$ cat src/rtl/irq_arb_pkg.sv
package irq_arb_pkg;
    localparam int unsigned LINES_PER_BANK = 32;
    localparam int unsigned NUM_CHANNELS   = 2;
    localparam int unsigned CH_NORMAL      = 0;
    localparam int unsigned CH_FAST        = 1;

    function automatic int unsigned code_width(input int unsigned lines);
        return (lines <= 2) ? 1 : $clog2(lines);
    endfunction
endpackage

$ cat src/rtl/irq_arb_search.sv
module irq_arb_search #(
    parameter int unsigned LINES    = 96,
    parameter int unsigned PRIO_W   = 6,
    parameter int unsigned CODE_W   = 7,
    parameter bit          FAST_SEL = 1'b0
) (
    input  logic [LINES-1:0]        pend_i,
    input  logic [LINES-1:0]        mask_i,
    input  logic [LINES-1:0]        fast_i,
    input  logic [LINES*PRIO_W-1:0] prio_i,
    output logic                    any_o,
    output logic [CODE_W-1:0]       win_o
);
    logic [LINES-1:0] cand;

    // candidate set of this channel
    for (genvar g = 0; g < LINES; g++) begin : g_cand
        assign cand[g] = pend_i[g] & ~mask_i[g] & (fast_i[g] == FAST_SEL);
    end

    // scan upward; "<=" lets a later line take an equal best value
    always_comb begin
        logic [PRIO_W-1:0] best;
        best  = '1;
        win_o = '0;
        any_o = 1'b0;
        for (int i = 0; i < LINES; i++) begin
            if (cand[i] && (prio_i[i*PRIO_W +: PRIO_W] <= best)) begin
                best  = prio_i[i*PRIO_W +: PRIO_W];
                win_o = CODE_W'(i);
                any_o = 1'b1;
            end
        end
    end
endmodule

$ cat src/rtl/irq_arb_channel.sv
module irq_arb_channel #(
    parameter int unsigned CODE_W = 7
) (
    input  logic              clk,
    input  logic              rst_n,
    input  logic              en_i,
    input  logic              rearm_i,
    input  logic              any_i,
    input  logic [CODE_W-1:0] win_i,
    output logic              req_o,
    output logic [CODE_W-1:0] code_o
);
    typedef struct packed {
        logic              arm;
        logic              req;
        logic [CODE_W-1:0] code;
    } ch_state_t;

    ch_state_t state_d, state_q;

    always_comb begin
        state_d = state_q;
        if (rearm_i) begin
            state_d.req = 1'b0;
            state_d.arm = 1'b1;
        end else if (state_q.arm && any_i && en_i) begin
            state_d.req  = 1'b1;
            state_d.arm  = 1'b0;
            state_d.code = win_i;
        end
    end

    always_ff @(posedge clk or negedge rst_n) begin
        if (!rst_n) begin
            state_q.arm  <= 1'b1;
            state_q.req  <= 1'b0;
            state_q.code <= '0;
        end else begin
            state_q <= state_d;
        end
    end

    assign req_o  = state_q.req;
    assign code_o = state_q.code;

    // a rising request needs arm, a candidate and enable one cycle before
    p_rise_needs_arm_r5: assert property (@(posedge clk) disable iff (!rst_n)
        $rose(state_q.req) |-> $past(state_q.arm && any_i && en_i));

    // re-arm drops the request on the next edge
    p_rearm_drops_r6: assert property (@(posedge clk) disable iff (!rst_n)
        rearm_i |=> (!state_q.req && state_q.arm));

    // request held and armed are never both true
    p_req_not_armed_r5: assert property (@(posedge clk) disable iff (!rst_n)
        state_q.req |-> !state_q.arm);

    // a disarmed channel keeps its code
    p_code_hold_r8: assert property (@(posedge clk) disable iff (!rst_n)
        !state_q.arm |=> $stable(state_q.code));

    // disabled channel cannot raise its request
    p_no_rise_disabled_r9: assert property (@(posedge clk) disable iff (!rst_n)
        (!en_i && !state_q.req) |=> !state_q.req);
endmodule

$ cat src/rtl/irq_arbiter.sv
module irq_arbiter #(
    parameter int unsigned N_BANKS = 3,
    parameter int unsigned PRIO_W  = 6,
    localparam int unsigned LINES  = N_BANKS * irq_arb_pkg::LINES_PER_BANK,
    localparam int unsigned CODE_W = irq_arb_pkg::code_width(LINES)
) (
    input  logic                    clk,
    input  logic                    rst_n,
    input  logic                    glb_en_i,
    input  logic [LINES-1:0]        pend_i,
    input  logic [LINES-1:0]        mask_i,
    input  logic [LINES-1:0]        fast_i,
    input  logic [LINES*PRIO_W-1:0] prio_i,
    input  logic [1:0]              rearm_i,
    output logic [1:0]              req_o,
    output logic [CODE_W-1:0]       norm_code_o,
    output logic [CODE_W-1:0]       fast_code_o
);
    import irq_arb_pkg::*;

    logic [NUM_CHANNELS-1:0] any_w;
    logic [CODE_W-1:0]       win_w  [NUM_CHANNELS];
    logic [CODE_W-1:0]       code_w [NUM_CHANNELS];

    for (genvar ch = 0; ch < NUM_CHANNELS; ch++) begin : g_ch
        irq_arb_search #(
            .LINES    (LINES),
            .PRIO_W   (PRIO_W),
            .CODE_W   (CODE_W),
            .FAST_SEL (ch == CH_FAST)
        ) i_search (
            .pend_i (pend_i),
            .mask_i (mask_i),
            .fast_i (fast_i),
            .prio_i (prio_i),
            .any_o  (any_w[ch]),
            .win_o  (win_w[ch])
        );

        irq_arb_channel #(
            .CODE_W (CODE_W)
        ) i_channel (
            .clk     (clk),
            .rst_n   (rst_n),
            .en_i    (glb_en_i),
            .rearm_i (rearm_i[ch]),
            .any_i   (any_w[ch]),
            .win_i   (win_w[ch]),
            .req_o   (req_o[ch]),
            .code_o  (code_w[ch])
        );
    end

    assign norm_code_o = code_w[CH_NORMAL];
    assign fast_code_o = code_w[CH_FAST];

    // a winner reported by a search is a live, correctly routed line
    p_win_is_cand_r1: assert property (@(posedge clk) disable iff (!rst_n)
        any_w[CH_FAST] |-> (pend_i[win_w[CH_FAST]] && !mask_i[win_w[CH_FAST]]
                            && fast_i[win_w[CH_FAST]]));

    // re-arming only the normal channel leaves the fast request alone
    p_channels_indep_r10: assert property (@(posedge clk) disable iff (!rst_n)
        (rearm_i == 2'b01 && req_o[CH_FAST]) |=> req_o[CH_FAST]);
endmodule

$ cat config.mk
export PLATFORM = sky130hd
export DESIGN_NAME = irq_arbiter
export DESIGN_NICKNAME = d
export VERILOG_FILES = /design/src/rtl/irq_arb_pkg.sv /design/src/rtl/irq_arb_search.sv /design/src/rtl/irq_arb_channel.sv /design/src/rtl/irq_arbiter.sv
export SDC_FILE = /design/constraint.sdc
export NUM_CORES = 2
export LEC_CHECK = 0
export ABC_CLOCK_PERIOD_IN_PS = 3000
export BUFFER_PORTS_ARGS = -buffer_cell sky130_fd_sc_hd__buf_2
export CAP_MARGIN = 20
export CORE_AREA = 3 3 343 345
export DETAILED_ROUTE_END_ITERATION = 12
export DIE_AREA = 0 0 346 348
export PLACE_DENSITY = 0.86
export REMOVE_ABC_BUFFERS = 1
export SKIP_LAST_GASP = 1
export SLEW_MARGIN = 0
export SYNTH_ARGS = -nofsm -noshare
export SYNTH_HDL_FRONTEND = slang
export SYNTH_SLANG_ARGS = --single-unit
$ cat constraint.sdc
create_clock -name clk -period 3 [get_ports clk]
set_input_delay 0.6 -clock clk [delete_from_list [all_inputs] [get_ports clk]]
set_output_delay 0.6 -clock clk [all_outputs]
set_load 0.02 [all_outputs]
==> summary.txt, run 1 <==
Logic synthesis
  • Number of flops mapped to enable cells by yosys: 0
  • Mapped Area: 0.06632 mm2
  • Simple logic cell fraction of the synthesized area: 29.08%
  • Mux contribution to synthesized area: 7.079%
  • Synth Warn #: 0
  • Syn avg cell area: 7.010 um2
  • Ys flop type: dfrtp_1
  • Adder-cell share of the synthesized area: 15.57%
  • Synth Area in Compound Gates: 34.29%
  • Cells after synthesis: 9461
  • Synth cell types: 213
  • Synth async-reset ratio: 100.0%
  • Largest family of logic cells by synthesized area: compound AO/OA/AOI/OAI gates
  • Sequential area share after synthesis: less than 1%
  • FF+latch count, synth: 18
  • Synth Area in XOR/XNOR: slightly below 4%

Placement
  • Placement Cell Area: 0.09874 mm2
  • PortBufs: 884
  • Hpwl dp: approximately 360 mm
  • GP Congestion: 1.175
  • Worst slack, placed: -180070 ps

Run status
  • Status: did not finish
  • Halt Stage: 4_1_cts
  • Err: [ERROR DPL-0033] detailed placement checks failed during check placement.

Floorplanning
  • IO Count: 885
  • Initial Util: 57.92%
  • Die H: 348 um
  • Die X: 346 um
  • FP Rows: around 120

Clocking
  • Depth of the CTS H-tree: 1
  • Clock buffer depth: 2
  • # hold bufs at CTS: 0
  • CTS resizes: 2000
  • Post-CTS Setup Inserts: 608
  • Cts bufs inserted: 3
  • Sink Count: 18
  • Root Buffer: clkbuf_16
stage by stage:
step,instances,hold slack (ps)
2_1_floorplan,9136,304.4
3_3_place_gp,15445,487.1
3_5_place_dp,15445,490.3
synth_stat cells (134+ instances only):
cell | number | area, um2
nor2_1 | 785 | 2947
mux2i_1 | 244 | 2442
ha_1 | 762 | 9534
inv_1 | 747 | 2804
a21o_1 | 143 | 1074
xnor2_1 | 247 | 2163
nand2_1 | 1066 | 4001
nor3_1 | 248 | 1241
nand4_1 | 146 | 913.4
a21oi_1 | 548 | 2743
nand3_1 | 278 | 1391
clkbuf_8 | 134 | 1844
o21ai_0 | 696 | 3483
a31oi_1 | 172 | 1076
kinds of logic after synthesis:
family	count (synthesis)
multiplexers	425
XOR/XNOR	300
flip-flops	18
adder cells (fa/ha/maj)	840
AND/OR/NAND/NOR	3694
AO/OA/AOI/OAI	3105
buffers and inverters	1079
==> inputs of run 2 (changes only) <==
CORE_AREA = not set   (was 3 3 343 345)
CORE_MARGIN = 3   (was not set)
CORE_UTILIZATION = 40   (was not set)
DIE_AREA = not set   (was 0 0 346 348)
PLACE_DENSITY = not set   (was 0.86)
PLACE_DENSITY_LB_ADDON = 0.15   (was not set)
==> run 2 against run 1 <==
  * The flow now finishes, with violations (negative setup slack)
  * Synthesized cell count unchanged
  * Synthesized area unchanged
==> summary.txt, run 2 <==
Timing
  • # setup viols final: 18
  • Worst-margin pin slew: 812.2 ps
  • Achievable frequency: 6.456 MHz
  • Fin Clk Skew: between 0.8 and 0.9 ps
  • Relative slew slack: 45.35%
  • Final Cycle Share: 5163%
  • Final Max Slew Viols: 0
  • Tmin final: 154900 ps
  • RSZ-0062 raised after global routing: yes
  • Setup WS post-layout: -151900 ps
  • Final hold vios: 0
  • Hold Slack: between 200 and 300 ps

Logic synthesis
  • Cell taking the most area after synthesis: ha_1
  • Ranking of synthesized cells by area: ha_1 (14%), nand2_1 (6.0%), o21ai_0 (5.3%), nor2_1 (4.4%), inv_1 (4.2%)
  • Synth top cells by count: nand2_1 (1066), nor2_1 (785), ha_1 (762)
  • Synth async-reset ratio: 100.0%
  • Synth Warn #: 0
  • Synth cell types: 213
  • Mapped Area: 0.06632 mm2
  • Ys flop type: dfrtp_1
  • Number of flops mapped to enable cells by yosys: 0
  • Cells after synthesis: between 9000 and 10000
  • Syn avg cell area: about 7 um2
  • FF+latch count, synth: 18
  • Top cell type's share of synthesized area: 14.38%
  • Top-count cell post-synth: nand2_1
  • Sequential area share after synthesis: less than 1%

Clocking
  • Root Buffer: clkbuf_16
  • Clock latency on the worst-skew pair: 250 ps
  • Cts bufs inserted: 3
  • Depth of the CTS H-tree: 1
  • Sink Count: 18
  • Clock buffer depth: 2
  • # hold bufs at CTS: 0
  • CTS tree: yes
  • Clk slew on worst S/H paths: 50 ps

Worst setup path
  • Critical Path AT: approximately 160000 ps
  • Crit end category: flip-flop
  • CP most frequent cell: ha_1
  • Slowest CP cell: or4_4
  • CP startpoint kind: input pin
  • WS Path Type: in -> reg
  • Max incr delay on CP: around 570 ps
  • WP data required: 3140 ps
  • Largest fanout on the critical path: 13

Final layout
  • Final cell count without fillers: about 17000
  • Syn-to-layout area delta: 74.22%
  • Reg area: 452.9 um2
  • Largest register FFs: 14
  • Share of cells above drive strength 1: between 50 and 60%
  • Final net count: approximately 16000
  • Most frequent cells in the layout: buf_4 (4739), nand2_1 (990), buf_2 (890), inv_1 (730), nor2_1 (715)
  • Most common cell after layout, fill and taps aside: buf_4
  • # fillers: 13746
  • Area of the multi-input gates: 0.06801 mm2

Run
  • Total of max-cap violations: 0

Route
  • ANT nets after route: 0
  • WL final: 338.4 mm
  • DR pass1 iterations: 6
  • DR DRC count: 0
  • Via density per instance: 5.665
  • WL/cell: roughly 20 um
  • Via count: 97291
  • Detailed Route Iter0 Violations: 6757

Placement
  • Hpwl dp: 279.9 mm
  • Placed cells: 16358
  • GP Congestion: 1.044
  • PortBufs: 884

Floorplanning
  • Initial Util: between 40% and 50%
  • Die X: 413.2 um
  • Core area: 0.1637 mm2
  • Die H: 413.2 um
  • Die area: 0.1707 mm2
  • IO Count: ~890
  • FP Rows: 148

Run status
  • Status: complete, but fails checks
  • Failing checks: negative setup slack

Global route
  • Total gr overflow: 0
  • Initial antenna violation count: ~170
  • First-pass GRT wire length: 500.3 mm
  • Largest net degree at the start of global routing: 19
  • Vias in the first global route: 94362
  • Global Route Usage Sum: approximately 36%

Hold path
  • Worst min-delay path category: in -> async
-- run 2: cell counts after synthesis --
No cell type changed its count.
-- run 2: stage by stage --
step	area, um2	TNS, ps	setup slack, ps	util (%)
final	115500	-2724150	-151900	70.58
after global routing	115500	-2866190	-160060	70.53
after CTS	108000	-2705620	-150630	65.98
after detailed placement	101500	-2914260	-166460	61.99
after global placement	101500	-2844080	-164890	61.99
after floorplan	62980	-2858950	-159360	-
-- run 2: what timing repair did --
action	CTS	global route
pin swaps	456	853
gates cloned	10	3
gates resized for setup	992	1055
endpoints found under the setup margin	18	18
setup buffers	366	295
-- run 2: critical path: cells and delay by family --
kind,cells,cell delay (ps)
AO/OA/AOI/OAI,451,77670
adder cells (fa/ha/maj),141,39810
AND/OR/NAND/NOR,334,51590
buffers and inverters,113,13780
multiplexers,78,20650
-- run 2: area by class of cell --
cell class | count | area share [%]
Sequential cell | 18 | 0.3920
Clock buffer | 4 | 0.07688
Inverter | 754 | 2.461
Tap cell | 2175 | 2.355
Timing Repair Buffer | 5713 | 35.55
Antenna cell | 140 | 0.3032
Multi-Input combinational cell | 8371 | 58.86
-- run 2: kinds of logic after synthesis --
family                     share of synthesized area [%]
AOI/OAI and AO/OA                                  34.29
xor gates and xnor gates                           3.973
adders and majority gates                          15.57
buffers and inverters                              9.329
DFF                                               0.6830
muxes                                              7.079
and+or+nand+nor                                    29.08
-- run 2: path summary, 6_finish.rpt --
| check | depth (start not counted) | from | slack (ps) | endpoint |
|---|---|---|---|---|
| max reg2reg | 4 | g_ch[1].i_channel.state_q[8] | 1560 | g_ch[1].i_channel.code_o[4] |
| min in group clk | 2 | g_ch[0].i_channel.state_q[8] | 510 | g_ch[0].i_channel.state_q[8] |
| max in group asynchronous | 1 | rst_n | 2370 | g_ch[0].i_channel.state_q[8] |
| min reg2reg | 2 | g_ch[0].i_channel.state_q[8] | 510 | g_ch[0].i_channel.state_q[8] |
| max | 1117 | mask_i[0] | -151900 | g_ch[1].i_channel.code_o[4] |
| min | 1 | rst_n | 290 | g_ch[1].i_channel.code_o[0] |
-- run 2: layer usage --
layer  vias to the layer above  track usage (%)  routed length, um
met5                         -                0                299
met1                     45966            43.12             137300
met3                      1060            4.850              20810
met4                        42            20.23              22320
li1                      46616                -                  -
met2                      3607            61.09             157600
Power of run 2 is not shown: default switching activity piles up to over one toggle a cycle in this logic, so the estimate is an artifact.
